File: config.mk
export PLATFORM = sky130hd
export DESIGN_NAME = aud_fifo_irq
export DESIGN_NICKNAME = d
export VERILOG_FILES = /design/src/rtl/afq_pkg.sv /design/src/rtl/afq_fifo.sv /design/src/rtl/afq_flush.sv /design/src/rtl/afq_irq.sv /design/src/rtl/aud_fifo_irq.sv
export SDC_FILE = /design/constraint.sdc
export NUM_CORES = 2
export LEC_CHECK = 0
export ABC_AREA = 1
export BUFFER_PORTS_ARGS = -buffer_cell sky130_fd_sc_hd__clkbuf_2
export CAP_MARGIN = 30
export CORE_MARGIN = 2
export CORE_UTILIZATION = 35
export CTS_CLUSTER_DIAMETER = 100
export DETAILED_ROUTE_END_ITERATION = 16
export MAX_ROUTING_LAYER = met4
export PLACE_DENSITY = 0.54
export SLEW_MARGIN = 20
export SYNTH_ARGS = -nofsm -noshare
export SYNTH_HDL_FRONTEND = slang
export SYNTH_SLANG_ARGS = --single-unit
File: constraint.sdc
create_clock -name clk -period 3.9 [get_ports clk]
set_clock_uncertainty 0.1 [all_clocks]
set_input_delay 0.195 -clock clk [delete_from_list [all_inputs] [get_ports clk]]
set_output_delay 0.195 -clock clk [all_outputs]
set_load 0.02 [all_outputs]
File: src/rtl/afq_pkg.sv
package afq_pkg;

    localparam int REG_W       = 32;
    localparam int THR_W       = 5;
    localparam int TX_THR_LSB  = 4;
    localparam int RX_THR_LSB  = 20;
    localparam int BIT_TXE     = 0;
    localparam int BIT_TXU     = 1;
    localparam int BIT_TXU_CLR = 2;
    localparam int BIT_RXF     = 16;
    localparam int BIT_RXO     = 17;
    localparam int BIT_RXO_CLR = 18;
    localparam int DIR_TX      = 0;
    localparam int DIR_RX      = 1;
    localparam int NUM_DIR     = 2;

    typedef struct packed {
        logic [THR_W-1:0] tx_thr;
        logic [THR_W-1:0] rx_thr_m1;
        logic             en_txe;
        logic             en_txu;
        logic             en_rxf;
        logic             en_rxo;
    } ctl_t;

    typedef struct packed {
        logic txe;
        logic txu;
        logic rxf;
        logic rxo;
    } stat_t;

    typedef enum logic [1:0] {
        FL_IDLE  = 2'd0,
        FL_FIRST = 2'd1,
        FL_LAST  = 2'd2
    } flush_state_e;

    function automatic ctl_t ctl_decode(input logic [REG_W-1:0] w);
        ctl_t c;
        c.tx_thr    = w[TX_THR_LSB +: THR_W];
        c.rx_thr_m1 = w[RX_THR_LSB +: THR_W];
        c.en_txe    = w[BIT_TXE];
        c.en_txu    = w[BIT_TXU];
        c.en_rxf    = w[BIT_RXF];
        c.en_rxo    = w[BIT_RXO];
        return c;
    endfunction

    function automatic logic [REG_W-1:0] ctl_encode(input ctl_t c);
        logic [REG_W-1:0] r;
        r = '0;
        r[TX_THR_LSB +: THR_W] = c.tx_thr;
        r[RX_THR_LSB +: THR_W] = c.rx_thr_m1;
        r[BIT_TXE] = c.en_txe;
        r[BIT_TXU] = c.en_txu;
        r[BIT_RXF] = c.en_rxf;
        r[BIT_RXO] = c.en_rxo;
        return r;
    endfunction

    function automatic logic [REG_W-1:0] stat_encode(input stat_t s);
        logic [REG_W-1:0] r;
        r = '0;
        r[BIT_TXE] = s.txe;
        r[BIT_TXU] = s.txu;
        r[BIT_RXF] = s.rxf;
        r[BIT_RXO] = s.rxo;
        return r;
    endfunction

    function automatic stat_t stat_mask(input stat_t s, input ctl_t c);
        stat_t m;
        m.txe = s.txe & c.en_txe;
        m.txu = s.txu & c.en_txu;
        m.rxf = s.rxf & c.en_rxf;
        m.rxo = s.rxo & c.en_rxo;
        return m;
    endfunction

endpackage

File: src/rtl/afq_fifo.sv
module afq_fifo #(
    parameter  int W     = 32,
    parameter  int DEPTH = 32,
    localparam int AW    = $clog2(DEPTH),
    localparam int LW    = AW + 1
) (
    input  logic          clk,
    input  logic          rst,
    input  logic          clr,
    input  logic          wr_en,
    input  logic [W-1:0]  wr_data,
    input  logic          rd_en,
    output logic [W-1:0]  rd_data,
    output logic [LW-1:0] level,
    output logic          drop,
    output logic          starve
);

    logic [W-1:0]  mem [DEPTH];
    logic [AW-1:0] wp, rp;
    logic          full, empty, acc_wr, acc_rd;

    function automatic logic [AW-1:0] bump(input logic [AW-1:0] p);
        return (p == AW'(DEPTH - 1)) ? '0 : p + 1'b1;
    endfunction

    assign full   = (level == LW'(DEPTH));
    assign empty  = (level == '0);
    assign acc_wr = wr_en & ~full & ~clr;
    assign acc_rd = rd_en & ~empty & ~clr;
    assign drop   = wr_en & full & ~clr;
    assign starve = rd_en & empty & ~clr;

    always_ff @(posedge clk) begin
        if (rst || clr) begin
            wp    <= '0;
            rp    <= '0;
            level <= '0;
        end else begin
            if (acc_wr) wp <= bump(wp);
            if (acc_rd) rp <= bump(rp);
            level <= level + LW'(acc_wr) - LW'(acc_rd);
        end
    end

    always_ff @(posedge clk) begin
        if (acc_wr) mem[wp] <= wr_data;
    end

    assign rd_data = mem[rp];

    a_r2_level_bound: assert property (@(posedge clk) disable iff (rst)
        level <= LW'(DEPTH));

    a_r3_full_hold: assert property (@(posedge clk) disable iff (rst)
        full && wr_en && !rd_en && !clr |=> level == LW'(DEPTH));

    a_r9_clr_zero: assert property (@(posedge clk) disable iff (rst)
        clr |=> level == '0);

endmodule

File: src/rtl/afq_flush.sv
module afq_flush (
    input  logic clk,
    input  logic rst,
    input  logic req,
    output logic busy
);
    import afq_pkg::*;

    flush_state_e st;

    always_ff @(posedge clk) begin
        if (rst) begin
            st <= FL_IDLE;
        end else begin
            unique case (st)
                FL_IDLE:  if (req) st <= FL_FIRST;
                FL_FIRST: st <= FL_LAST;
                default:  st <= FL_IDLE;
            endcase
        end
    end

    assign busy = (st != FL_IDLE);

    a_r9_busy_holds: assert property (@(posedge clk) disable iff (rst)
        $rose(busy) |=> busy);

    a_r9_busy_ends: assert property (@(posedge clk) disable iff (rst)
        busy && $past(busy) |=> !busy);

    a_r11_no_req_idle: assert property (@(posedge clk) disable iff (rst)
        !busy && !req |=> !busy);

endmodule

File: src/rtl/afq_irq.sv
module afq_irq #(
    parameter int LW = 6
) (
    input  logic          clk,
    input  logic          rst,
    input  logic          ctl_wr,
    input  logic [31:0]   ctl_wdata,
    input  logic [LW-1:0] tx_level,
    input  logic [LW-1:0] rx_level,
    input  logic          tx_starve,
    input  logic          rx_drop,
    output logic [31:0]   ctl_rdata,
    output logic [31:0]   stat_word,
    output logic          irq
);
    import afq_pkg::*;

    ctl_t  ctl_q;
    stat_t st, act;
    logic  txu_q, rxo_q, clr_u, clr_o;
    logic  unused_wbits;

    assign unused_wbits = ^ctl_wdata;
    assign clr_u = ctl_wr & ctl_wdata[BIT_TXU_CLR];
    assign clr_o = ctl_wr & ctl_wdata[BIT_RXO_CLR];

    always_ff @(posedge clk) begin
        if (rst) begin
            ctl_q <= '0;
            txu_q <= 1'b0;
            rxo_q <= 1'b0;
        end else begin
            if (ctl_wr) ctl_q <= ctl_decode(ctl_wdata);
            txu_q <= tx_starve | (txu_q & ~clr_u);
            rxo_q <= rx_drop | (rxo_q & ~clr_o);
        end
    end

    always_comb begin
        st.txe = (tx_level <= LW'(ctl_q.tx_thr));
        st.rxf = (rx_level >= LW'(ctl_q.rx_thr_m1) + LW'(1));
        st.txu = txu_q;
        st.rxo = rxo_q;
        act    = stat_mask(st, ctl_q);
    end

    assign irq       = |act;
    assign stat_word = stat_encode(st);
    assign ctl_rdata = ctl_encode(ctl_q);

    a_r6_txu_sets: assert property (@(posedge clk) disable iff (rst)
        tx_starve |=> stat_word[BIT_TXU]);

    a_r6_txu_sticky: assert property (@(posedge clk) disable iff (rst)
        stat_word[BIT_TXU] && !clr_u |=> stat_word[BIT_TXU]);

    a_r7_rxo_sets: assert property (@(posedge clk) disable iff (rst)
        rx_drop |=> stat_word[BIT_RXO]);

    a_r7_rxo_sticky: assert property (@(posedge clk) disable iff (rst)
        stat_word[BIT_RXO] && !clr_o |=> stat_word[BIT_RXO]);

    a_r5_rxf_empty: assert property (@(posedge clk) disable iff (rst)
        rx_level == '0 |-> !stat_word[BIT_RXF]);

    a_r8_irq_quiet: assert property (@(posedge clk) disable iff (rst)
        (ctl_rdata[BIT_TXE] | ctl_rdata[BIT_TXU] | ctl_rdata[BIT_RXF] | ctl_rdata[BIT_RXO]) == 1'b0 |-> !irq);

    a_r10_clr_bits_zero: assert property (@(posedge clk) disable iff (rst)
        !ctl_rdata[BIT_TXU_CLR] && !ctl_rdata[BIT_RXO_CLR]);

endmodule

File: src/rtl/aud_fifo_irq.sv
module aud_fifo_irq #(
    parameter  int DATA_W = 32,
    parameter  int DEPTH  = 32,
    localparam int LW     = $clog2(DEPTH) + 1
) (
    input  logic              clk,
    input  logic              rst,
    input  logic              tx_wr,
    input  logic [DATA_W-1:0] tx_wdata,
    input  logic              tx_pop,
    output logic [DATA_W-1:0] tx_rdata,
    input  logic              rx_push,
    input  logic [DATA_W-1:0] rx_wdata,
    input  logic              rx_rd,
    output logic [DATA_W-1:0] rx_rdata,
    input  logic              ctl_wr,
    input  logic [31:0]       ctl_wdata,
    output logic [31:0]       ctl_rdata,
    input  logic              flush_wr,
    input  logic [1:0]        flush_wdata,
    output logic [1:0]        flush_rdata,
    output logic [LW-1:0]     tx_level,
    output logic [LW-1:0]     rx_level,
    output logic [31:0]       status,
    output logic              irq
);
    import afq_pkg::*;

    logic [NUM_DIR-1:0] fl_busy;
    logic tx_drop_unused, tx_starve, rx_drop, rx_starve_unused;

    for (genvar d = 0; d < NUM_DIR; d++) begin : g_flush
        afq_flush u_fl (
            .clk  (clk),
            .rst  (rst),
            .req  (flush_wr & flush_wdata[d]),
            .busy (fl_busy[d])
        );
    end

    assign flush_rdata = fl_busy;

    afq_fifo #(.W(DATA_W), .DEPTH(DEPTH)) u_txq (
        .clk     (clk),
        .rst     (rst),
        .clr     (fl_busy[DIR_TX]),
        .wr_en   (tx_wr),
        .wr_data (tx_wdata),
        .rd_en   (tx_pop),
        .rd_data (tx_rdata),
        .level   (tx_level),
        .drop    (tx_drop_unused),
        .starve  (tx_starve)
    );

    afq_fifo #(.W(DATA_W), .DEPTH(DEPTH)) u_rxq (
        .clk     (clk),
        .rst     (rst),
        .clr     (fl_busy[DIR_RX]),
        .wr_en   (rx_push),
        .wr_data (rx_wdata),
        .rd_en   (rx_rd),
        .rd_data (rx_rdata),
        .level   (rx_level),
        .drop    (rx_drop),
        .starve  (rx_starve_unused)
    );

    afq_irq #(.LW(LW)) u_irq (
        .clk       (clk),
        .rst       (rst),
        .ctl_wr    (ctl_wr),
        .ctl_wdata (ctl_wdata),
        .tx_level  (tx_level),
        .rx_level  (rx_level),
        .tx_starve (tx_starve),
        .rx_drop   (rx_drop),
        .ctl_rdata (ctl_rdata),
        .stat_word (status),
        .irq       (irq)
    );

endmodule

# Word level (Yosys, flattened, before mapping)
# Memory sizes are Yosys's and may differ from the RTL's. A register that Yosys moved wholly into a read port is not among the register bits.
# Index checks and enable logic that the tools add are counted.
# totals
reg_bits,52
ramBits,2048
input_bits,106
word_cells,96
memories,2
# mem_list
name,depth,width,read_ports,rd_clocked_by_memory_dff,wr,line_no,text
u_rxq.mem,32,32,1,1,1,afq_fifo.sv:19,logic [W-1:0] mem [DEPTH];
u_txq.mem,32,32,1,1,1,afq_fifo.sv:19,
# op_classes
n_addsub,9
order_cmp,2
n_eq_ne,10
n_mux,16
bitwise_logic,32
n_reduce_logical,9
# op_table
operator,count
5-bit 2-to-1 mux,8
1-bit bitwise AND,22
5-bit by 1-bit adder with 5-bit output (second input constant),4
5-bit == test (second input constant),4
6-bit by 1-bit adder with 6-bit output,2
6-bit == test (second input constant),2
6-bit zero test,2
6-bit by 1-bit subtractor with 6-bit output,2
1-bit inverter,8
2-bit case mux with 2 select lines,2
5-bit by 1-bit adder with 6-bit output (second input constant),1
6-bit greater-or-equal comparator,1
6-bit by 5-bit less-or-equal comparator with 1-bit output,1
2-bit by 1-bit == test with 1-bit output (second input constant),2
2-bit zero test,2
1-bit 2-to-1 mux,4
2-bit 2-to-1 mux,2
2-bit by 1-bit inequality test with 1-bit output (second input constant),2
2-bit nonzero test,2
4-bit OR reduction,1
1-bit logical OR,2
1-bit OR,2

# Depth between registers and ports, before layout
# depth
depth_word,6
depth_mapped,15
depth_no_buf,15

# Hierarchy
# Synthesis repeated with hierarchy kept, for this count alone.
# unflattened
cells_unflattened,7488
hier_area_um2,87242.4
# by_module_without_submodules
mod,n_inst,cells_each,area_per_inst_um2
afq_fifo at u_txq,1,3642,42899.9
afq_fifo at u_rxq,1,3642,42848.6
afq_irq,1,180,1328.8
afq_flush,2,10,75.1
aud_fifo_irq,1,4,15.0

# Least setup slack after synthesis
# Ideal clock, no wire load.
# synth_path
path_type,reg2reg
from,register u_txq.level[2]
to,memory u_txq.mem[0][0] (enable)
setup_time_ps,421
arrival_time_ps,2772
path_slack_ps,607
path_stages_with_launch,8
n_path_buf,0
cell_sequence,dfxtp_1 > inv_1 > ha_1 > nand4_1 > nand2_1 > nor2_2 > nand2_1 > nor2_1
# synth_via
elab_chain_len,6
# synth_lines
item,line_no,text
from (decl),afq_fifo.sv:14,"output logic [LW-1:0] level,"
from (signal assigned),afq_fifo.sv:42,level <= level + LW'(acc_wr) - LW'(acc_rd);
6-bit == test,afq_fifo.sv:27,assign full = (level == LW'(DEPTH));
1-bit inverter,afq_fifo.sv:29,assign acc_wr = wr_en & ~full & ~clr;
1-bit bitwise AND (2 in a row),afq_fifo.sv:29,
via u_txq.acc_wr,afq_fifo.sv:21,"logic full, empty, acc_wr, acc_rd;"
1-bit 2-to-1 mux,afq_fifo.sv:47,if (acc_wr) mem[wp] <= wr_data;
1-bit 2-to-1 mux (implied by the code),afq_fifo.sv:47,
to (decl),afq_fifo.sv:19,
# The timed path passes the listed nets, and every way through them passes these cells.

==> metrics.txt <==
GR Util met2=0.314; Int Pwr=38.8 mW; Total Power=54.1 mW; number of synthesized flops with an enable pin=2048; Rel. slew slack=0.337; synth warn=0; Leak=36.0 nW; CTS tree=built; first-pass GRT wire length=351000 um; DP Cell Count=10700; Worst setup SP type=register; Initial Utilization=0.353; fmax=273 MHz; clock root buffer=clkbuf_16; Peak supply drop=0.000371 V; met3 track demand over resource=0.0288; die height=502 um; final hold slack=0.0681 ns; Tot GR Track Use=0.190; Tcrit/Tclk final=0.940; Crit Path Class=register to output port; final setup fails=0; Placer Congestion=0.792; Min-Delay Startpoint=rx_wdata[2]; number of remaining DRC errors=0; sequential area share after synthesis=0.722; Row Count=182; routed vias=56100; NumNets Final=7853; fin crit period=3.67 ns; Unique masters post-synth=36; Max Cap Viol=0; syn avg cell area=11.7 um2; Post-Syn Area=86900 um2; Min-Delay Path Class=input pin to register; die area=252000 um2; Commonest cells post-synth=2970 x nand2_1, 2048 x edfxtp_1, 1565 x nand3_1; Slew @ Worst Pin=0.994 ns; largest net degree at the start of global routing=150; crit path max-delay cell type=dfxtp_4; number of global-route vias before repair=54700; reg2reg start=u_rxq.level[2]; DRT iter0 DRCs=4723; grt met1 use=0.246; Final HPWL DP=124000 um; combinational share of power=0.161; run status=completed; Synth area leader=edfxtp_1; asr flop ratio synth=0; Die Width=502 um; antenna-violating nets left=0; clock sinks=2110; Skew-Pair Late Insertion Delay=0.87 ns; DRT Pass-1 Iters=6; post-route cell area=99600 um2; Clock transition at path regs=0.06 ns; CP cell instances=buf_12, nand3_1, nand2_1, nand2_1, nand2_1, nand2_1, nand2_1, clkbuf_2; antenna violations before repair=8; WL/cell=21.1 um; Critical Path Sink Type=output port; # H-tree levels=4; Num CTS Buffers=214; FF+latch count, synth=2110; count leader, synth=nand2_1; I/O pin cnt=249; P_sw=15.3 mW; Sequential Power Share=0.470; Largest stage delay, worst path=0.61 ns; Final Hold Viols=0; Core Region=246000 um2; Synth Instances=7459; Area after DPL=91500 um2; Most used DFF post-synth=edfxtp_1; # port buffers=186; vias per cell=5.01; final-report max-slew violation count=0; Critical Path RT=3.61 ns; synthesis-to-finish area growth=14.6%; Routed Wire Length=236000 um; setup TNS=0 ns; Max Root-Sink Buffers=3; global route overflow=0; GR peak layer=met2; cell mode on critical path=nand2_1; Post-Layout Cell Count=11200; Clock power frac=0.369; crit path DAT=3.37 ns; top post-synthesis cells by area=edfxtp_1 71%, nand2_1 13%, nand3_1 9.0%, dfxtp_1 1.4%, buf_6 1.4%; Worst Path Max Fanout=107; share of layout cells above drive strength 1=0.0936; post-synth top area share=0.708; power per standard cell area=543 nW/um2; RSZ-0062 raised after global routing=no; Switching Share=0.282
-- critical path, delay by kind of cell, from the launching register on --
family                 cells  cell delay (ns)
DFF                        1             0.61
buffers and inverters      2             0.73
and+or+nand+nor            6             0.95
-- worst paths after layout --
check                                             end  slack, ns  cells after the start
worst min-delay path                 u_rxq.mem[27][2]       0.07                      1
worst min register to register  g_flush[0].u_fl.st[1]       0.31                      1
worst max-delay path                     rx_rdata[30]       0.23                      8
worst max register to register       u_rxq.mem[23][9]       0.86                      8
-- cell usage in the layout (no fill, tap or decap), types with 46 or more instances in the layout --
cell type,instances
clkbuf_1,49
conb_1,46
clkbuf_2,186
dlygate4sd3_1,121
nor2_4,64
dfxtp_1,52
nand3_1,1565
buf_12,73
buf_4,94
nand2_1,2970
clkinv_1,47
edfxtp_1,2048
inv_1,62
clkbuf_16,214
-- power by group through the flow --
stage | clock network, mW | logic (mW) | registers (mW)
global route | 21.3 | 9.78 | 25.4
floorplan | 0 | 6.16 | 25.9
global placement | 0 | 8.57 | 25.9
finish | 19.9 | 8.73 | 25.4
CTS | 20.3 | 8.79 | 25.4
detailed placement | 0 | 8.65 | 25.9
-- layer usage --
layer	wire length, um	share of wire
met5	0	0
met3	13400	0.057
met1	103000	0.44
met4	4290	0.018
met2	116000	0.49
-- stage by stage --
stage / setup WS, ns / utilization
finish: 0.234 / 0.404
global placement: 0.811 / 0.371
global route: 0.0889 / 0.404
CTS: 0.140 / 0.404
detailed placement: 0.791 / 0.371
floorplan: 0.607 / -
-- timing repair --
item / in CTS / in global routing
hold buffers: 121 / 0
endpoints found under the hold margin: 1824 / 0
resized for setup: 0 / 0
setup endpoints to repair: 0 / 1
setup buffers: 0 / 1
-- kinds of logic after synthesis --
| group | synth area share |
|---|---|
| other cells | 0.0000431 |
| fa+ha+maj | 0.00665 |
| compound gates | 0.00371 |
| flops | 0.722 |
| xor+xnor | 0.000605 |
| simple gates | 0.225 |
| buf+inv | 0.0422 |
-- cell type report --
cell class              instances  area (um2)
diodes                         12        30.0
flip-flops and latches       2110       62800
repair buffers                474        4310
clock buffers                 263        5540
clock inverters               122        1260
well taps                    3312        4140
fillers                     23300      147000
multi-input cells            4826       21200
inverters                      76         345
-- registers in the layout, indices dropped and copies added (netlist names), named ones only --
| name | count |
|---|---|
| u_txq.level | 6 |
| u_rxq.wp | 5 |
| u_irq.ctl_rdata | 14 |
| u_txq.wp | 5 |
| u_irq.txu_q | 1 |
| u_irq.rxo_q | 1 |
| u_txq.rp | 5 |
| u_rxq.mem | 1024 |
| u_rxq.level | 6 |
| g_flush.u_fl.st | 4 |
| u_txq.mem | 1024 |
| u_rxq.rp | 5 |
Note: power is estimated with default switching activity, not from simulation.
